File: src/rtl/dg_pkg.sv
// Shared types and constants for the bus-line deglitch filter.
package dg_pkg;

    // Sampling tick rate select encoding.
    typedef enum logic [1:0] {
        TICK_XTAL3 = 2'd0,
        TICK_1US   = 2'd1,
        TICK_10US  = 2'd2,
        TICK_100US = 2'd3
    } tick_sel_e;

    // Ratio between consecutive slow tick rates.
    localparam int DECADE = 10;

    // Number of decade stages after the microsecond tick.
    localparam int DEC_STAGES = 2;

endpackage

File: src/rtl/dg_sync.sv
// Two-flop synchroniser for the raw bus line.
// Assumes: the input may change at any time relative to clk; the reset value is
// the bus idle level so no false edge follows reset.
module dg_sync (
    input  logic clk,
    input  logic rst_n,
    input  logic raw_i,
    output logic lvl_o
);
    logic meta_q;

    // Retime the asynchronous line through two flops.
    always_ff @(posedge clk) begin
        if (!rst_n) begin
            meta_q <= 1'b1;
            lvl_o  <= 1'b1;
        end else begin
            meta_q <= raw_i;
            lvl_o  <= meta_q;
        end
    end
endmodule

File: src/rtl/dg_tick_gen.sv
// Free-running sampling tick generator.
// Produces single-cycle pulses every BASE_DIV clocks, or every CLKS_PER_US,
// 10x and 100x that, chosen by sel_i. All counters run continuously, so a
// change of select never shifts the phase of any rate.
// Assumes: BASE_DIV >= 2 and CLKS_PER_US >= 2.
module dg_tick_gen
    import dg_pkg::*;
#(
    parameter int BASE_DIV    = 3,
    parameter int CLKS_PER_US = 24
) (
    input  logic      clk,
    input  logic      rst_n,
    input  tick_sel_e sel_i,
    output logic      tick_o
);
    localparam int BW = $clog2(BASE_DIV);
    localparam int UW = $clog2(CLKS_PER_US);
    localparam int DW = $clog2(DECADE);
    localparam logic [BW-1:0] BASE_LAST = BW'(BASE_DIV - 1);
    localparam logic [UW-1:0] US_LAST   = UW'(CLKS_PER_US - 1);
    localparam logic [DW-1:0] DEC_LAST  = DW'(DECADE - 1);

    logic [BW-1:0] base_cnt;
    logic [UW-1:0] us_cnt;
    logic          base_tick;
    logic [DEC_STAGES:0] stage_tick;

    assign base_tick     = (base_cnt == BASE_LAST);
    assign stage_tick[0] = (us_cnt == US_LAST);

    // Fast divider: one pulse per BASE_DIV clocks.
    always_ff @(posedge clk) begin
        if (!rst_n)         base_cnt <= '0;
        else if (base_tick) base_cnt <= '0;
        else                base_cnt <= base_cnt + 1'b1;
    end

    // Microsecond divider.
    always_ff @(posedge clk) begin
        if (!rst_n)             us_cnt <= '0;
        else if (stage_tick[0]) us_cnt <= '0;
        else                    us_cnt <= us_cnt + 1'b1;
    end

    // Chain of decade dividers fed by the microsecond tick.
    for (genvar g = 0; g < DEC_STAGES; g++) begin : g_dec
        logic [DW-1:0] dec_cnt;

        // Count ticks of the previous stage modulo DECADE.
        always_ff @(posedge clk) begin
            if (!rst_n)              dec_cnt <= '0;
            else if (stage_tick[g])  dec_cnt <= (dec_cnt == DEC_LAST) ? '0 : dec_cnt + 1'b1;
        end

        assign stage_tick[g+1] = stage_tick[g] && (dec_cnt == DEC_LAST);
    end

    // Pick the requested rate.
    always_comb begin
        unique case (sel_i)
            TICK_XTAL3: tick_o = base_tick;
            TICK_1US:   tick_o = stage_tick[0];
            TICK_10US:  tick_o = stage_tick[1];
            default:    tick_o = stage_tick[2];
        endcase
    end
endmodule

File: src/rtl/dg_qualify.sv
// Width qualifier: adopts a new line level only after it has been present on
// 3*dly_i consecutive sampling ticks; restarts the count whenever the level
// matches the current output again. dly_i == 0 bypasses qualification.
// Assumes: lvl_i is already synchronous to clk.
module dg_qualify #(
    parameter int DLY_W = 3
) (
    input  logic             clk,
    input  logic             rst_n,
    input  logic             lvl_i,
    input  logic             tick_i,
    input  logic [DLY_W-1:0] dly_i,
    output logic             filt_o
);
    localparam int MAX_NEED = 3 * ((1 << DLY_W) - 1);
    localparam int CW       = $clog2(MAX_NEED + 1);

    logic [CW-1:0] run_cnt;
    logic [CW-1:0] run_next;
    logic [CW-1:0] need;

    assign need     = CW'(dly_i) + CW'({dly_i, 1'b0});
    assign run_next = run_cnt + 1'b1;

    // Count ticks of a differing level and switch once the threshold is met.
    always_ff @(posedge clk) begin
        if (!rst_n) begin
            filt_o  <= 1'b1;
            run_cnt <= '0;
        end else if (dly_i == '0) begin
            filt_o  <= lvl_i;
            run_cnt <= '0;
        end else if (lvl_i == filt_o) begin
            run_cnt <= '0;
        end else if (tick_i) begin
            if (run_next >= need) begin
                filt_o  <= lvl_i;
                run_cnt <= '0;
            end else begin
                run_cnt <= run_next;
            end
        end
    end
endmodule

File: src/rtl/line_deglitch.sv
// Top of the bus-line deglitch filter: synchroniser, tick generator and
// width qualifier in series.
// Assumes: clk is the crystal-derived system clock with CLKS_PER_US cycles per
// microsecond; the bus idles high.
module line_deglitch
    import dg_pkg::*;
#(
    parameter int BASE_DIV    = 3,
    parameter int CLKS_PER_US = 24,
    parameter int DLY_W       = 3
) (
    input  logic             clk,
    input  logic             rst_n,
    input  logic             line_i,
    input  logic [1:0]       tick_sel_i,
    input  logic [DLY_W-1:0] dly_i,
    output logic             line_o
);
    logic lvl_sync;
    logic tick;

    dg_sync u_sync (
        .clk   (clk),
        .rst_n (rst_n),
        .raw_i (line_i),
        .lvl_o (lvl_sync)
    );

    dg_tick_gen #(
        .BASE_DIV    (BASE_DIV),
        .CLKS_PER_US (CLKS_PER_US)
    ) u_tick (
        .clk    (clk),
        .rst_n  (rst_n),
        .sel_i  (tick_sel_e'(tick_sel_i)),
        .tick_o (tick)
    );

    dg_qualify #(
        .DLY_W (DLY_W)
    ) u_qual (
        .clk    (clk),
        .rst_n  (rst_n),
        .lvl_i  (lvl_sync),
        .tick_i (tick),
        .dly_i  (dly_i),
        .filt_o (line_o)
    );
endmodule

File: config.mk
export PLATFORM = sky130hd
export DESIGN_NAME = line_deglitch
export DESIGN_NICKNAME = d
export VERILOG_FILES = /design/src/rtl/dg_pkg.sv /design/src/rtl/dg_sync.sv /design/src/rtl/dg_tick_gen.sv /design/src/rtl/dg_qualify.sv /design/src/rtl/line_deglitch.sv
export SDC_FILE = /design/constraint.sdc
export NUM_CORES = 1
export LEC_CHECK = 0
export ABC_AREA = 1
export BUFFER_PORTS_ARGS = -buffer_cell sky130_fd_sc_hd__buf_4
export CORE_MARGIN = 2
export CORE_UTILIZATION = 50
export CTS_BUF_LIST = sky130_fd_sc_hd__clkbuf_16
export CTS_CLUSTER_DIAMETER = 150
export DETAILED_ROUTE_END_ITERATION = 8
export GPL_TIMING_DRIVEN = 0
export PLACE_DENSITY = 0.68
export SKIP_CTS_REPAIR_TIMING = 1
export SLEW_MARGIN = 20
export SYNTH_ARGS = -nofsm -noshare
export SYNTH_HDL_FRONTEND = slang
export SYNTH_SLANG_ARGS = --single-unit
File: constraint.sdc
create_clock -name clk -period 4.1 [get_ports clk]
set_input_delay 0.82 -clock clk [delete_from_list [all_inputs] [get_ports clk]]
set_output_delay 0.82 -clock clk [all_outputs]
set_load 0.02 [all_outputs]
==> flow_summary.json <==
{
  "tightest_slew_ps": 462,
  "setup_viol": 0,
  "io_pins": 9,
  "vias_per_cell": 4.83,
  "max-slew-margin-rel_pct": 69.2,
  "cts_buffers": 3,
  "gp_congestion": 0.748,
  "grt_max_degree": 15,
  "grt_pass1_vias": 936,
  "worstReg2RegEnd": "u_qual.filt_o$_SDFFE_PN1P_",
  "hpwl_um": 1650,
  "worstSetupEndpointType": "flop",
  "n_antenna_cell": 0,
  "areaGrowthSynthToFinish_pct": 14.0,
  "firstDrtPassIters": 4,
  "yosys_warnings": 0,
  "syn-instance-count": 175,
  "timing.final.max_slew_violations": 0,
  "grt.overflow.total": 0,
  "grt_pass1_wl_um": 3620,
  "rrSetupSlack_ps": 1950,
  "dpl_worst_slack_ps": 1150,
  "ys_seq_area_share_pct": 35.7,
  "cts.clk_slew.worst_paths_ps": 60,
  "cts_tree": "built",
  "cpPeakStageDelay_ps": 370,
  "syn_area_mm2": 0.00129,
  "drv_cap": 0,
  "clk_latency_ps": 260,
  "vias": 1049,
  "reg2reg_depth": 14,
  "avgRoutedWirePerCell_um": 9.82,
  "finalCritPeriodShare_pct": 64.9,
  "syn_avg_cell_area_um2": 7.36,
  "synthDistinctLibCells": 26,
  "ctsLongestPathBuffers": 2,
  "path_cells": "buf_4 -> ha_1 -> fa_1 -> xnor2_1 -> ha_1 -> nand2_1 -> inv_1 -> nand2_1 -> nand2_1 -> nor2_1 -> nor2_1 -> nand3_1 -> nand2_1 -> nand2_1 -> nand3_1",
  "root_buffer": "clkbuf_16",
  "clkPwrFrac_pct": 41.7,
  "critPathKind": "in2reg",
  "rsz0062_at_grt": "no",
  "p_sw_w": 0.000124,
  "min_path_type": "reg2reg",
  "async_flop_share_pct": 0,
  "swShare_pct": 24.0,
  "num_rows": 18,
  "antenna_left": 0,
  "fin_setup_tns_ps": 0,
  "start_util_pct": 52.5,
  "layout-drive-gt1-share_pct": 13.4,
  "grt_util_all_layers_pct": 16.7,
  "worstReg2RegStart": "u_qual.run_cnt[0]$_SDFFE_PP0P_",
  "synth_edf_count": 0,
  "power.density_mw_per_mm2": 351,
  "cp_common_cell": "nand2_1",
  "totalWireLength_um": 2130,
  "crit_end": "u_qual.filt_o$_SDFFE_PN1P_",
  "die_w_um": 54.8,
  "cp_slowest_cell": "fa_1",
  "drtIter0Drc": 21,
  "timing.fmax_mhz": 376,
  "synth_flop_cell": "dfxtp_1",
  "leakage_nw": 0.696,
  "p_comb_share_pct": 12.3,
  "htreeDepth": 1,
  "dieHeight_um": 54.8,
  "syn_nets": 195,
  "drc": 0,
  "seqPwrFrac_pct": 46.0,
  "intPower_w": 0.000392,
  "portBuffers": 8,
  "antenna_found_initial": 0,
  "dieArea_mm2": 0.00300,
  "peakVddDrop_v": 0.000249,
  "crit_arrival_ps": 2810,
  "hold-worst-slack_ps": 416,
  "start_kind": "input pin",
  "layout.nets": 208,
  "finClkSkew_ps": 3.30,
  "layout_setup_ws_ps": 1440,
  "period_needed_ps": 2660,
  "status": "finished, final reports clean",
  "worst_ep_required_time_ps": 4240,
  "final-hold-violation-count": 0,
  "yosys_register_bits": 23,
  "cts.sinks": 23,
  "cp-startpoint": "dly_i[0]",
  "coreArea_mm2": 0.00245,
  "path_max_fanout": 5
}
[worst max-delay path, delay by kind of cell]
family	cells	cell delay, ps
fa+ha+maj	3	840
simple gates	9	800
xor+xnor	1	200
buf+inv	2	160
[stage by stage]
stage | instance area [um^2] | cells | utilization [%] | power (W)
2_1_floorplan | 1290 | 175 | - | 0.000287
3_3_place_gp | 1390 | 213 | 56.5 | 0.000303
3_5_place_dp | 1390 | 213 | 56.5 | 0.000306
4_1_cts | 1470 | 217 | 59.8 | 0.000522
5_1_grt | 1470 | 217 | 59.8 | 0.000540
6_report | 1470 | 217 | 59.8 | 0.000516
[area by class of cell]
| class | instances | area [um^2] |
|---|---|---|
| fill | 214 | 986 |
| multi-input combinational | 122 | 711 |
| sequential | 23 | 460 |
| inverter | 29 | 114 |
| clock buffer | 3 | 75.1 |
| timing repair buffer | 8 | 60.1 |
| tap | 30 | 37.5 |
| clock inverter | 1 | 7.51 |
| buffer | 1 | 3.75 |
[cells in the mapped netlist (2+ instances only)]
| library cell | n | share of area [%] |
|---|---|---|
| o21ai_1 | 8 | 3.1 |
| a21oi_1 | 4 | 1.6 |
| xor2_1 | 2 | 1.4 |
| nor3_1 | 4 | 1.6 |
| nand2_1 | 37 | 11 |
| nand2_2 | 3 | 1.5 |
| nand3_1 | 10 | 3.9 |
| or2_2 | 2 | 0.97 |
| xnor2_1 | 4 | 2.7 |
| nor2_1 | 24 | 7.0 |
| dfxtp_1 | 23 | 36 |
| ha_1 | 11 | 11 |
| inv_2 | 2 | 0.58 |
| o21ai_0 | 4 | 1.6 |
| inv_1 | 26 | 7.6 |
[how the worst min path moves through the flow]
stage                     slack, ps                      end  depth (start not counted)                     start
after global routing            420  u_sync.lvl_o$_SDFF_PN1_                          1  u_sync.meta_q$_SDFF_PN1_
after detailed placement        400  u_sync.lvl_o$_SDFF_PN1_                          1  u_sync.meta_q$_SDFF_PN1_
after floorplan                 390  u_sync.lvl_o$_SDFF_PN1_                          1  u_sync.meta_q$_SDFF_PN1_
after global placement          400  u_sync.lvl_o$_SDFF_PN1_                          1  u_sync.meta_q$_SDFF_PN1_
after CTS                       420  u_sync.lvl_o$_SDFF_PN1_                          1  u_sync.meta_q$_SDFF_PN1_
final                           420  u_sync.lvl_o$_SDFF_PN1_                          1  u_sync.meta_q$_SDFF_PN1_
[cell families after synthesis]
family / Yosys count / synth area share [%]
AOI/OAI and AO/OA: 18 / 7.48
xor gates and xnor gates: 6 / 4.08
adders and majority gates: 12 / 12.2
buffers and inverters: 30 / 9.13
DFF: 23 / 35.7
and+or+nand+nor: 86 / 31.4
[routing by layer]
metal	track usage [%]	up-vias	share of wire, %
met5	0	-	0
met4	8.75	0	1.9
met3	2.46	4	2.5
met2	29.6	18	45
met1	19.1	452	50
li1	-	575	-
[flip-flops by register name (all words and copies together) (netlist names)]
| name | flops |
|---|---|
| u_tick.g_dec.dec_cnt | 8 |
| u_qual.run_cnt | 5 |
| u_tick.us_cnt | 5 |
| u_tick.base_cnt | 2 |
| u_qual.filt_o | 1 |
| u_sync.lvl_o | 1 |
| u_sync.meta_q | 1 |
[power by group through the flow]
stage	clock [W]	combinational (W)	sequential [W]
global placement	0	0.0000605	0.000242
CTS	0.000220	0.0000643	0.000238
finish	0.000215	0.0000633	0.000238
detailed placement	0	0.0000639	0.000242
global route	0.000228	0.0000739	0.000238
floorplan	0	0.0000446	0.000242
[cell usage in the layout (no fill, tap or decap)]
| cell | count |
|---|---|
| inv_2 | 2 |
| nor2_1 | 24 |
| xnor2_1 | 4 |
| clkbuf_1 | 1 |
| and2_4 | 1 |
| nor2_8 | 1 |
| nor3_1 | 4 |
| fa_1 | 1 |
| clkbuf_16 | 3 |
| o32ai_1 | 1 |
| inv_1 | 26 |
| o21ai_1 | 8 |
| nand3_1 | 10 |
| xor2_1 | 2 |
| or2_2 | 2 |
| a21o_1 | 1 |
| nand2_1 | 37 |
| clkinv_4 | 1 |
| nor4_1 | 1 |
| nor3b_2 | 1 |
| o21ai_0 | 4 |
| clkinvlp_4 | 1 |
| dfxtp_1 | 23 |
| ha_1 | 11 |
| nor3_4 | 1 |
| nand2_2 | 3 |
| a21oi_1 | 4 |
| buf_4 | 8 |
| nand3_2 | 1 |
Note: power is estimated with default switching activity, not from simulation.
